**config.mk**
```make
export PLATFORM = sky130hd
export DESIGN_NAME = gpio_port
export DESIGN_NICKNAME = d
export VERILOG_FILES = /design/src/rtl/gpio_port_pkg.sv /design/src/rtl/gpio_port_ctrl.sv /design/src/rtl/gpio_port_dp.sv /design/src/rtl/gpio_port.sv
export SDC_FILE = /design/constraint.sdc
export NUM_CORES = 1
export LEC_CHECK = 0
export CAP_MARGIN = 5
export CORE_UTILIZATION = 41
export DETAILED_ROUTE_END_ITERATION = 7
export PLACE_DENSITY = 0.85
export SYNTH_ARGS = -nofsm -noshare
export SYNTH_HDL_FRONTEND = slang
export SYNTH_SLANG_ARGS = --single-unit
```
**constraint.sdc**
```tcl
create_clock -name clk -period 1.2 [get_ports clk]
set_input_delay 0.24 -clock clk [delete_from_list [all_inputs] [get_ports clk]]
set_output_delay 0.24 -clock clk [all_outputs]
set_load 0.02 [all_outputs]
```
**src/rtl/gpio_port_pkg.sv**
```systemverilog
package gpio_port_pkg;

  localparam logic [1:0] ADDR_PINS = 2'd0;
  localparam logic [1:0] ADDR_LAT  = 2'd1;
  localparam logic [1:0] ADDR_DIR  = 2'd2;

  // Strobes from control to datapath
  typedef struct packed {
    logic latWr;
    logic dirWr;
    logic rdPins;
    logic rdLat;
    logic rdDir;
    logic slaveOwn;
  } portStrobe_t;

endpackage

```
**src/rtl/gpio_port_ctrl.sv**
```systemverilog
module gpio_port_ctrl
  import gpio_port_pkg::*;
(
  input  logic [1:0]  regAddr,
  input  logic        regWr,
  input  logic        pwmMulti,
  input  logic        slaveReq,
  output portStrobe_t strobe
);

  always_comb begin
    strobe          = '0;
    strobe.rdPins   = (regAddr == ADDR_PINS);
    strobe.rdLat    = (regAddr == ADDR_LAT);
    strobe.rdDir    = (regAddr == ADDR_DIR);
    // both the pin address and the latch address write the latch
    strobe.latWr    = regWr && (regAddr == ADDR_PINS || regAddr == ADDR_LAT);
    strobe.dirWr    = regWr && (regAddr == ADDR_DIR);
    // multi-output PWM blocks slave ownership
    strobe.slaveOwn = slaveReq && !pwmMulti;
  end

endmodule

```
**src/rtl/gpio_port_dp.sv**
```systemverilog
module gpio_port_dp
  import gpio_port_pkg::*;
#(
  parameter int WIDTH       = 8,
  parameter int PWM_PINS    = 3,
  parameter int SYNC_STAGES = 2
) (
  input  logic                clk,
  input  logic                rstN,
  input  portStrobe_t         strobe,
  input  logic [WIDTH-1:0]    wdata,
  output logic [WIDTH-1:0]    rdata,
  input  logic [WIDTH-1:0]    pinIn,
  output logic [WIDTH-1:0]    pinOut,
  output logic [WIDTH-1:0]    pinOe,
  input  logic [PWM_PINS-1:0] pwmSel,
  input  logic [PWM_PINS-1:0] pwmData,
  input  logic [WIDTH-1:0]    slaveOe,
  input  logic [WIDTH-1:0]    slaveData
);

  localparam int PWM_BASE = WIDTH - PWM_PINS;
  localparam int LAST     = SYNC_STAGES - 1;

  logic [WIDTH-1:0] latReg;
  logic [WIDTH-1:0] dirReg;
  logic [WIDTH-1:0] syncStage [SYNC_STAGES];

  always_ff @(posedge clk or negedge rstN) begin
    if (!rstN) begin
      latReg <= '0;
      dirReg <= '1;
    end else begin
      if (strobe.latWr) latReg <= wdata;
      if (strobe.dirWr) dirReg <= wdata;
    end
  end

  for (genvar s = 0; s < SYNC_STAGES; s++) begin : g_sync
    always_ff @(posedge clk or negedge rstN) begin
      if (!rstN)       syncStage[s] <= '0;
      else if (s == 0) syncStage[s] <= pinIn;
      else             syncStage[s] <= syncStage[(s == 0) ? 0 : s - 1];
    end
  end

  always_comb begin
    rdata = '0;
    if (strobe.rdPins)     rdata = syncStage[LAST];
    else if (strobe.rdLat) rdata = latReg;
    else if (strobe.rdDir) rdata = dirReg;
  end

  for (genvar i = 0; i < WIDTH; i++) begin : g_pin
    if (i >= PWM_BASE) begin : g_pwm
      localparam int K = i - PWM_BASE;
      always_comb begin
        if (pwmSel[K]) begin
          pinOe[i]  = 1'b1;
          pinOut[i] = pwmData[K];
        end else if (strobe.slaveOwn) begin
          pinOe[i]  = slaveOe[i];
          pinOut[i] = slaveData[i];
        end else begin
          pinOe[i]  = !dirReg[i];
          pinOut[i] = latReg[i];
        end
      end
    end else begin : g_plain
      always_comb begin
        if (strobe.slaveOwn) begin
          pinOe[i]  = slaveOe[i];
          pinOut[i] = slaveData[i];
        end else begin
          pinOe[i]  = !dirReg[i];
          pinOut[i] = latReg[i];
        end
      end
    end
  end

  AST_LAT_LOAD: assert property (@(posedge clk) disable iff (!rstN)
    strobe.latWr |=> latReg == $past(wdata));
  AST_LAT_HOLD: assert property (@(posedge clk) disable iff (!rstN)
    !strobe.latWr |=> $stable(latReg));
  AST_DIR_HOLD: assert property (@(posedge clk) disable iff (!rstN)
    !strobe.dirWr |=> $stable(dirReg));
  AST_SYNC_STEP: assert property (@(posedge clk) disable iff (!rstN)
    1'b1 |=> syncStage[LAST] == $past(syncStage[0], LAST));
  AST_LOW_NORMAL: assert property (@(posedge clk) disable iff (!rstN)
    !strobe.slaveOwn |-> pinOe[PWM_BASE-1:0] == ~dirReg[PWM_BASE-1:0]);

endmodule

```
**src/rtl/gpio_port.sv**
```systemverilog
module gpio_port
  import gpio_port_pkg::*;
#(
  parameter int WIDTH       = 8,
  parameter int PWM_PINS    = 3,
  parameter int SYNC_STAGES = 2
) (
  input  logic                clk,
  input  logic                rstN,
  input  logic [1:0]          regAddr,
  input  logic                regWr,
  input  logic [WIDTH-1:0]    regWdata,
  output logic [WIDTH-1:0]    regRdata,
  input  logic [WIDTH-1:0]    pinIn,
  output logic [WIDTH-1:0]    pinOut,
  output logic [WIDTH-1:0]    pinOe,
  input  logic [PWM_PINS-1:0] pwmSel,
  input  logic [PWM_PINS-1:0] pwmData,
  input  logic                pwmMulti,
  input  logic                slaveReq,
  input  logic [WIDTH-1:0]    slaveOe,
  input  logic [WIDTH-1:0]    slaveData
);

  localparam int PWM_BASE = WIDTH - PWM_PINS;

  portStrobe_t strobe;

  gpio_port_ctrl u_ctrl (
    .regAddr (regAddr),
    .regWr   (regWr),
    .pwmMulti(pwmMulti),
    .slaveReq(slaveReq),
    .strobe  (strobe)
  );

  gpio_port_dp #(
    .WIDTH      (WIDTH),
    .PWM_PINS   (PWM_PINS),
    .SYNC_STAGES(SYNC_STAGES)
  ) u_dp (
    .clk      (clk),
    .rstN     (rstN),
    .strobe   (strobe),
    .wdata    (regWdata),
    .rdata    (regRdata),
    .pinIn    (pinIn),
    .pinOut   (pinOut),
    .pinOe    (pinOe),
    .pwmSel   (pwmSel),
    .pwmData  (pwmData),
    .slaveOe  (slaveOe),
    .slaveData(slaveData)
  );

  AST_PWM_DRIVES: assert property (@(posedge clk) disable iff (!rstN)
    (pinOe[WIDTH-1:PWM_BASE] & pwmSel) == pwmSel);
  AST_PWM_VALUE: assert property (@(posedge clk) disable iff (!rstN)
    (pinOut[WIDTH-1:PWM_BASE] & pwmSel) == (pwmData & pwmSel));
  AST_SLAVE_OWNS: assert property (@(posedge clk) disable iff (!rstN)
    (slaveReq && !pwmMulti) |-> pinOe[PWM_BASE-1:0] == slaveOe[PWM_BASE-1:0]);

endmodule

```
# Yosys cells after proc, flatten, opt, wreduce, memory -nomap -nowiden

Index checks and enable logic that the tools add are counted.

Equality and inequality tests: 2
Reduce and logical (&&, ||, !) cells: 14
Muxes and demuxes: 25

Operator list:

| kind                                                 | number |
|---|---|
| two-way mux 8 bit                                    | 3 |
| two-way mux 1 bit                                    | 22 |
| logical NOT 1 bit                                    | 9 |
| logical AND 1 bit                                    | 3 |
| equality test 2 x 1 -> 1 bit (second input constant) | 1 |
| equality test 2 bit (second input constant)          | 1 |
| logical NOT 2 bit                                    | 1 |
| logical OR 1 bit                                     | 1 |

Output and inout port bits: 24
Bits of input ports: 45
Bits in registers: 32
Logic and storage cells: 45

# Longest topological paths before layout

Depth after elaboration: 4
Gate-level depth with buffers: 4
Gate-level depth less buffers: 2

# By module

From an unflattened synthesis, not the netlist that was laid out.

Cells, all modules: 124
Area total of the unflattened synthesis: 1473.9 um^2

By module, submodules not included:

| module         | cells an instance | area each (um^2) | seq. area each (um^2) | instances |
|---|---|---|---|---|
| gpio_port_dp   | 118               | 1433.9           | 810.8                 | 1 |
| gpio_port_ctrl | 6                 | 40.0             | 0.0                   | 1 |

# Least setup slack after synthesis

OpenSTA, ideal clock, no wires.

Path type: in2out
Start point: input port slaveReq
End point: output port pinOut[5]
Stages on the path: 3
Arrival: 1332 ps
Data required time: 960 ps
Buffers on the path: 1
Path slack: -372 ps
Cells stage by stage: nor2b_1 buf_2 o311ai_0

Longest elaborated chain between the ends: 3

RTL lines:

| element           | RTL line             | source |
|---|---|---|
| from (decl)       | gpio_port.sv:20      | `input logic slaveReq,` |
| logical AND 1 bit | gpio_port_ctrl.sv:20 | `strobe.slaveOwn = slaveReq && !pwmMulti;` |
| two-way mux 1 bit | gpio_port_dp.sv:61   | `end else if (strobe.slaveOwn) begin` |
| two-way mux 1 bit | gpio_port_dp.sv:58   | `if (pwmSel[K]) begin` |
| to (decl)         | gpio_port.sv:15      | `output logic [WIDTH-1:0] pinOut,` |

Every way passes these cells.

# Worst setup path after layout

Start point: register u_dp.dirReg[5]
End point: output port regRdata[5]

Longest elaborated chain between the ends: 3

RTL lines:

| element                | RTL line           | source |
|---|---|---|
| from (decl)            | gpio_port_dp.sv:26 | `logic [WIDTH-1:0] dirReg;` |
| from (signal assigned) | gpio_port_dp.sv:35 | `if (strobe.dirWr) dirReg <= wdata;` |
| two-way mux 8 bit      | gpio_port_dp.sv:51 | `else if (strobe.rdDir) rdata = dirReg;` |
| two-way mux 8 bit      | gpio_port_dp.sv:50 | `else if (strobe.rdLat) rdata = latReg;` |
| two-way mux 8 bit      | gpio_port_dp.sv:49 | `if (strobe.rdPins) rdata = syncStage[LAST];` |
| to (decl)              | gpio_port.sv:13    | `output logic [WIDTH-1:0] regRdata,` |

Every way passes these cells.

==> out/qor.csv <==
metric;value;unit
FMAX;0.666;GHz
CTS tree;done;
DRC;0;
fin nets;255;
GPL Wtd Cong;0.839;
vias in the first global route;1333;
sw frac;28.7;%
Yosys warning count;0;
ys flop type;dfrtp_1;
Final min period;1.50;ns
Arr. time, crit path;1.26;ns
core region area;3390;sq um
kind of start point of the critical path;flop;
Max VDD drop;775;uV
Routed WL;4090;um
layout cells sized above 1;54.0;%
IO Pins;69;
DR WL/cell;15.9;um
synthesized flop and latch total;32;
fin util;76.4;%
reg2reg start;u_dp.latReg[5];
post-synth top area cell;dfrtp_1;
Fill cells;220;
Tightest Hold Check Type;input pin to async pin;
Worst path max stage delay;0.56;ns
slowest cell on the critical path;dfstp_2;
Vias/cell;4.95;
drt first-iter violations;15;
Slew Viols, Final;0;
Setup Skew;0.00453;ns
clock root buffer;clkbuf_4;
final setup fails;24;
Hold Slack;0.272;ns
Syn Nets;157;
Unique masters post-synth;18;
max cap viols;0;
Clock Path Buffers;2;
final period utilization;125;%
asr flop ratio synth;100;%
largest net degree at the start of global routing;33;
RSZ-0062 raised after global routing;yes;
post-detail-place hpwl;2920;um
Die W;62.1;um
initial antenna violation count;0;
Mapped Cells;112;
DR vias;1271;
CP top delay family;flip-flops;
Final WS setup;-0.301;ns
pwr dens;1180;nW/um^2
# H-tree levels;2;
crit path cell chain;mux2i_2, o2bb2ai_2, buf_6;
Clock transition at path regs;0.10;ns
DIE HEIGHT;62.1;um
diodes inserted;0;
top cells by count, synth;24 x dfrtp_1, 21 x mux2_2;
synthesized area;1480;sq um
status;finished, violations left;
crit path max fanout;2;
# rows;21;
Initial Utilization;43.7;%
Reg power frac;42.9;%
Reg area;811;sq um
Combinational Power Share;36.6;%
Pleak;1.16;nW
total global routing overflow;0;
R2R depth;2;
data required time at the worst endpoint;0.96;ns
Multi-input gate area;698;sq um
Clock Latency Late Sink;0.32;ns
first-pass GRT wire length;5800;um
global-route total usage across every layer;22.2;%
Post-CTS Hold Fix Bufs;0;
DRT Pass-1 Iters;2;
CTS buffer count;5;
register area share after synthesis;54.8;%
most common cell in the netlist;dfrtp_1;
CP Capture Type;output port;
type of the worst setup path;flop to output port;
Yosys top cell area share;40.6;%
Clock Power Share;20.6;%
CTS sink cnt;32;
Sw Pwr;0.878;mW
Synth-to-Final Area Change;74.9;%
CP Buf/Inv Count;1;
Syn Area/Cell;13.2;sq um
# port buffers;68;
setup slack, reg-to-reg;0.25;ns
die area;3850;sq um
ranking of synthesized cells by area;dfrtp_1 41%, mux2_2 16%, dfstp_2 14%;
number of flops mapped to enable cells by yosys;0;
worst rel slew slack;85.4;%
Worst Tran Pin Value;0.219;ns
Int Power;2.18;mW
Routed Antenna Nets;0;
reg2reg end;u_dp.latReg[5];
failing checks;setup timing;
Fin. Hold Viols;0;
layout by cell type, fill, tap and decap left out, drive strengths merged:
master,instances
buf,60
o311ai,3
dfstp,8
nand3b,9
nand2,3
clkdlybuf4s15,1
clkbuf,10
o2bb2ai,8
dlygate4sd2,3
clkdlybuf4s50,33
nor2b,3
dfrtp,24
mux2i,8
or4bb,3
inv,6
mux2,21
o211ai,3
o21ai,5
how the worst max path moves through the flow:
stage,cells past startpoint,end,start,slack [ns]
2_1_floorplan,4,pinOut[6],slaveReq,-0.07
3_3_place_gp,5,pinOut[0],slaveReq,-1.07
3_5_place_dp,5,pinOut[1],pwmMulti,-1.08
4_1_cts,3,regRdata[0],u_dp.dirReg[0],-0.33
5_1_grt,3,regRdata[0],u_dp.dirReg[0],-0.36
6_report,3,regRdata[5],u_dp.dirReg[5],-0.30
routing by layer:
metal	GRT usage, %	vias to the layer above	wire length [um]
met2	39.1	53	2130
met3	5.18	9	241
met5	0	-	0
met1	24.0	605	1620
li1	-	604	-
met4	13.7	0	102
area by class of cell:
cell class                      count  share of cell area (%)
Clock buffer                        8                    2.27
Tap cell                           46                    2.22
Timing Repair Buffer               99                    36.3
Sequential cell                    32                    31.3
Multi-Input combinational cell     66                    27.0
Inverter                            6                   0.870
stage by stage:
stage | TNS, ns | setup slack [ns] | area (sq um) | power [mW] | instances
after global placement | -30.70 | -1.07 | 2430 | 2.30 | 246
after floorplan | -0.324 | -0.0742 | 1510 | 1.74 | 112
after detailed placement | -31.55 | -1.08 | 2430 | 2.33 | 246
after global routing | -6.73 | -0.361 | 2590 | 3.22 | 257
after CTS | -5.84 | -0.327 | 2530 | 3.02 | 257
final | -5.36 | -0.301 | 2590 | 3.05 | 257
logic make-up after synthesis:
family	share of synthesized area (%)
flops	54.8
compound gates	9.72
mux	21.4
simple gates	9.72
buf+inv	4.40
sequential cells by signal (all words and copies together) (netlist names):
signal and count:
u_dp.latReg 8, u_dp.dirReg 8, u_dp.syncStage 16
power by group through the flow:
stage	sequential [mW]	combinational, mW	clock [mW]
final	1.31	1.12	0.628
after global routing	1.33	1.19	0.705
after CTS	1.30	1.06	0.652
after detailed placement	1.32	1.01	0
after global placement	1.31	0.986	0
after floorplan	1.31	0.434	0
timing repair:
item	in CTS	in global routing
endpoints found under the setup margin	40	32
resized for setup	175	22
pin swaps	17	4
buffers inserted	3	1
Power figures use the tool's default switching activity.
